$ cat config.mk
export PLATFORM = sky130hd
export DESIGN_NAME = fetch_unit
export DESIGN_NICKNAME = d
export VERILOG_FILES = /design/src/rtl/fetch_pkg.sv /design/src/rtl/fetch_pc_reg.sv /design/src/rtl/fetch_next_pc.sv /design/src/rtl/fetch_imem.sv /design/src/rtl/fetch_unit.sv
export SDC_FILE = /design/constraint.sdc
export NUM_CORES = 2
export LEC_CHECK = 0
export BUFFER_PORTS_ARGS = -buffer_cell sky130_fd_sc_hd__buf_2
export CAP_MARGIN = 5
export CELL_PAD_IN_SITES_DETAIL_PLACEMENT = 0
export CELL_PAD_IN_SITES_GLOBAL_PLACEMENT = 2
export CORE_ASPECT_RATIO = 0.6
export CORE_MARGIN = 2
export CORE_UTILIZATION = 48
export CTS_BUF_LIST = sky130_fd_sc_hd__clkbuf_4
export DETAILED_ROUTE_END_ITERATION = 8
export PLACE_DENSITY_LB_ADDON = 0.25
export SLEW_MARGIN = 20
export SYNTH_ARGS = -nofsm -noshare
export SYNTH_HDL_FRONTEND = slang
export SYNTH_HIERARCHICAL = 1
export SYNTH_SLANG_ARGS = --single-unit
$ cat constraint.sdc
create_clock -name clk -period 4.5 [get_ports clk]
set_input_delay 0.225 -clock clk [delete_from_list [all_inputs] [get_ports clk]]
set_output_delay 0.225 -clock clk [all_outputs]
set_load 0.02 [all_outputs]
$ cat src/rtl/fetch_pkg.sv
// Package: shared constants and helpers for the fetch unit.
// Assumes a fixed 32-bit instruction with the branch offset in bits 15:0.
package fetch_pkg;

    localparam int INSTR_W  = 32;
    localparam int OFFSET_W = 16;
    localparam int STEP     = 4;

    typedef logic [INSTR_W-1:0] instr_t;

endpackage

$ cat src/rtl/fetch_pc_reg.sv
// Module: program counter register.
// Holds the current fetch address; synchronous active-low reset to zero.
// Assumes the next value is already word aligned.
module fetch_pc_reg #(
    parameter int PC_W = 32
) (
    input  logic            clk,
    input  logic            rst_n,
    input  logic [PC_W-1:0] pc_next,
    output logic [PC_W-1:0] pc_q
);

    // Capture the next address each edge, or clear on reset.
    always_ff @(posedge clk) begin
        if (!rst_n) begin
            pc_q <= '0;
        end else begin
            pc_q <= pc_next;
        end
    end

endmodule

$ cat src/rtl/fetch_next_pc.sv
// Module: next-address logic.
// Forms PC+4 and, when a branch is requested and the equality flag holds,
// adds the sign-extended offset scaled by four. Arithmetic wraps modulo 2^PC_W.
module fetch_next_pc
    import fetch_pkg::*;
#(
    parameter int PC_W = 32
) (
    input  logic                pc_branch_req,
    input  logic                pc_cond_eq,
    input  logic [PC_W-1:0]     pc_cur,
    input  logic [OFFSET_W-1:0] pc_offset,
    output logic [PC_W-1:0]     pc_next
);

    localparam int EXT_W = PC_W - OFFSET_W - 2;

    logic            take;
    logic [PC_W-1:0] seq_addr;
    logic [PC_W-1:0] disp;

    // Effective branch decision: request qualified by the condition.
    always_comb take = pc_branch_req & pc_cond_eq;

    // Sequential address and scaled, sign-extended displacement.
    always_comb begin
        seq_addr = pc_cur + PC_W'(STEP);
        disp     = {{EXT_W{pc_offset[OFFSET_W-1]}}, pc_offset, 2'b00};
    end

    // Select the address for the next cycle.
    always_comb pc_next = take ? (seq_addr + disp) : seq_addr;

endmodule

$ cat src/rtl/fetch_imem.sv
// Module: instruction store.
// Word array with one synchronous write port and one combinational read port.
// Contents are not reset; the environment fills them before use.
module fetch_imem
    import fetch_pkg::*;
#(
    parameter int DEPTH = 64,
    localparam int IDX_W = $clog2(DEPTH)
) (
    input  logic             clk,
    input  logic             wr_en,
    input  logic [IDX_W-1:0] wr_idx,
    input  instr_t           wr_word,
    input  logic [IDX_W-1:0] rd_idx,
    output instr_t           rd_word
);

    instr_t words [DEPTH];

    // Store a word on the write port.
    always_ff @(posedge clk) begin
        if (wr_en) begin
            words[wr_idx] <= wr_word;
        end
    end

    // Read the addressed word without a clock.
    always_comb rd_word = words[rd_idx];

endmodule

$ cat src/rtl/fetch_unit.sv
// Module: top of the instruction fetch unit.
// Ties together the PC register, the next-address logic and the store.
// The store is indexed by pc[IDX_W+1:2]; higher PC bits are ignored (repeat).
module fetch_unit
    import fetch_pkg::*;
#(
    parameter int PC_W       = 32,
    parameter int IMEM_DEPTH = 64,
    localparam int IDX_W     = $clog2(IMEM_DEPTH)
) (
    input  logic             clk,
    input  logic             rst_n,
    input  logic             br_sel,
    input  logic             regs_equal,
    input  logic             imem_we,
    input  logic [IDX_W-1:0] imem_waddr,
    input  logic [31:0]      imem_wdata,
    output logic [31:0]      instr,
    output logic [PC_W-1:0]  pc
);

    logic [PC_W-1:0]  pc_nxt;
    logic [IDX_W-1:0] rd_idx;

    // Word index from the byte address.
    always_comb rd_idx = pc[IDX_W+1:2];

    fetch_pc_reg #(.PC_W(PC_W)) u_pc (
        .clk     (clk),
        .rst_n   (rst_n),
        .pc_next (pc_nxt),
        .pc_q    (pc)
    );

    fetch_imem #(.DEPTH(IMEM_DEPTH)) u_imem (
        .clk     (clk),
        .wr_en   (imem_we),
        .wr_idx  (imem_waddr),
        .wr_word (imem_wdata),
        .rd_idx  (rd_idx),
        .rd_word (instr)
    );

    fetch_next_pc #(.PC_W(PC_W)) u_npc (
        .pc_branch_req (br_sel),
        .pc_cond_eq    (regs_equal),
        .pc_cur        (pc),
        .pc_offset     (instr[OFFSET_W-1:0]),
        .pc_next       (pc_nxt)
    );

endmodule

==> impl_metrics.yaml <==
detailed_routing:
  viasPerCell: 6.106
  wl_per_cell_um: 31.85
  ant_nets: 0
  drtPass1Iterations: 6
  drt_iter0_drc: 6283
  drc: 0
  num_vias: 44220
  wirelength_um: 230600
placed_design:
  dp_cells: 6296
  gp_congestion: 0.8525
  io_buffers: 106
  hpwlAfterDp_um: 134800
  placed_cell_area_um2: 87880
timing:
  setup_viol: 0
  slew_violations: 0
  fin_crit_sh_pct: 99.86
  worstMarginPinSlew_ns: 1.019
  fin_crit_ns: 4.494
  grt_setup_unrepaired: "yes"
  slew_headroom_pct: 31.94
  clock.fmax_ghz: 0.2225
  skew_ns: 0.1122
  finalHoldViolations: 0
synth:
  syn_avg_cell_area_um2: 21.74
  yosysUniqueCellTypes: 71
  synth-edff-count: 2048
  seq_area_frac_synth_pct: 76.42
  yosys_warnings: 6
  syn_area_um2: 81310
  synth_top_area_share_pct: 75.63
  synth-seq-cells: 2080
  synth_most_common_cell: "edfxtp_1"
  syn_inst: 3740
  synth_top_cell_by_area: "edfxtp_1"
  synthFlopType: "edfxtp_1"
  synthArstFlopShare_pct: 0
  synth.net_count: 3821
  synthTopCellsByCount: "2,048 x edfxtp_1, 544 x mux4_2, 179 x nor2_1"
  synth.area.top_cells: "edfxtp_1 76%, mux4_2 15%, mux2i_1 1.2%"
power:
  power_switching_w: 0.01764
  ir_worst_vdd_uv: 328.7
  power_w: 0.05491
  power.share.clock_pct: 26.7
  p_per_area_nw_per_um2: 568.9
  seq_power_share_pct: 39.4
  p_comb_share_pct: 33.9
  leakage_nw: 31.21
  intPower_w: 0.03727
  switching_share_pct: 32.13
grt:
  grt_max_degree: 65
  met1_usage_pct: 42.19
  grt_pass1_vias: 42600
  grt_overflow: 0
  antenna_found_initial: 10
  grt_util_met2_pct: 37.27
  grt_use_total_pct: 26.44
  grt_use_met3_pct: 5.824
  grt_pass1_wl_um: 321000
  busiest_layer: "met1"
setup_path:
  worst-path-buf-inv: 4
  cp_slowest_cell: "mux4_2"
  worstPathRequired_ns: 5.56
  startpoint: "u_pc/pc_q[2]$_SDFF_PN0_"
  max_stage_delay_ns: 0.54
  timing.critical_path.fanout_max: 5
  worstPathCellList: "buf_12, buf_4, mux4_2, mux4_2, o22ai_2, buf_6, nor2_2, ha_2, fa_2, a21o_4, a221o_2, buf_6, a21oi_4, o311a_4, o21ai_2, xnor2_1, a21oi_1, and2_4"
  critPathCaptureType: "register"
  rrSetupSlack_ns: 0.006
  critPathTopFamily: "compound AO/OA/AOI/OAI gates"
  path_class: "reg -> reg"
  reg2reg_from: "u_pc/pc_q[2]$_SDFF_PN0_"
  crit_path_start_kind: "register"
  arrival_ns: 5.55
clock_network:
  clk_latency_ns: 1.26
  cts_tree: "yes"
  clockBufferDepth: 4
  clk_pin_slew_ns: 0.07
  cts.sinks: 2080
  htree_levels: 5
  cts-root-buf: "clkbuf_4"
  cts_buffers: 465
die:
  chipWidth_um: 535.4
  die_h_um: 322.8
  rows: 116
  core_area_um2: 167500
  start_util_pct: 48.55
  io_pins: 107
  die_area_um2: 172800
worst_hold_path:
  hold_start: "imem_wdata[28]"
  hp-class: "in -> reg"
finish:
  final_cells: 7242
  nNetsFinal: 4742
  area_growth_pct: 18.71
  n_fill_cell: 12560
  drive_gt1_share_pct: 42.27
  fin_area_um2: 96530
flow_run:
  drv_cap: 0
status:
  status: "finished clean"
==> cell usage in the layout (no fill, tap or decap), types with 67 or more instances in the layout <==
master / n
mux4_2: 544
clkinv_1: 89
clkbuf_4: 681
edfxtp_1: 2048
buf_2: 99
a21oi_1: 90
mux2i_1: 88
buf_4: 383
nor2_1: 99
nor2_4: 67
==> power groups by stage <==
stage / Sequential (W) / Clock, W / Combinational [W]
6_report: 0.0217 / 0.0146 / 0.0186
2_1_floorplan: 0.0221 / 0 / 0.00925
4_1_cts: 0.0216 / 0.0150 / 0.0171
5_1_grt: 0.0217 / 0.0159 / 0.0196
3_5_place_dp: 0.0221 / 0 / 0.0165
3_3_place_gp: 0.0221 / 0 / 0.0165
==> layer usage <==
layer	part of all wire, %	wire, um
met1	44	102000
met2	44	101400
met3	10	24070
met4	1.4	3194
met5	0.0056	13
==> area by class of cell <==
cell class | count | area [um2] | share of cell area [%]
antenna | 3 | 7.507 | 0.007777
clock inverter | 123 | 732.0 | 0.7583
tap | 2242 | 2805 | 2.906
timing repair buffer | 654 | 6145 | 6.366
clock buffer | 680 | 5105 | 5.289
inverter | 9 | 33.78 | 0.03500
sequential | 2080 | 62160 | 64.39
multi-input combinational | 1451 | 19540 | 20.24
==> kinds of logic (layout without fill, tap and decap cells) <==
group | Yosys count | after routing | share of synthesized area, %
AOI/OAI and AO/OA | 321 | 321 | 2.547
muxes | 638 | 638 | 16.22
adders and majority gates | 38 | 38 | 0.5940
DFF | 2080 | 2080 | 76.42
xor gates and xnor gates | 49 | 49 | 0.5370
and+or+nand+nor | 405 | 405 | 2.442
other | 0 | 3 | 0
buffers and inverters | 209 | 1466 | 1.234
==> metrics by stage <==
step / TNS (ns) / util, % / hold slack (ns) / worst slack, ns
after floorplan: 0 / - / 0.3239 / 0.01243
after global placement: -7.498 / 52.47 / 0.4546 / -0.6006
after detailed placement: -3.002 / 52.47 / 0.4601 / -0.3047
after CTS: -0.09770 / 56.63 / 0.04192 / -0.07869
after global routing: -0.4598 / 57.63 / 0.06369 / -0.08316
final: 0 / 57.63 / 0.1005 / 0.006247
==> state kept, by name (all words and copies together) (netlist names) <==
register	flops
u_pc/pc_q	32
u_imem/words	2048
==> worst paths after layout <==
| check | end | cells past startpoint |
|---|---|---|
| worst min register to register | u_pc/pc_q[0]$_SDFF_PN0_ | 1 |
| worst min-delay path | u_imem/words[36][28]$_DFFE_PP_ | 2 |
| worst max-delay path | u_pc/pc_q[24]$_SDFF_PN0_ | 18 |
| worst max register to register | u_pc/pc_q[24]$_SDFF_PN0_ | 18 |
==> timing repair <==
action	CTS	global route
endpoints found under the hold margin	2269	0
gates resized for setup	78	178
setup buffers	16	62
pin swaps	10	54
endpoints found under the setup margin	37	28
hold buffers	51	0
cloned	3	12
Note: power is estimated with default switching activity, not from simulation.
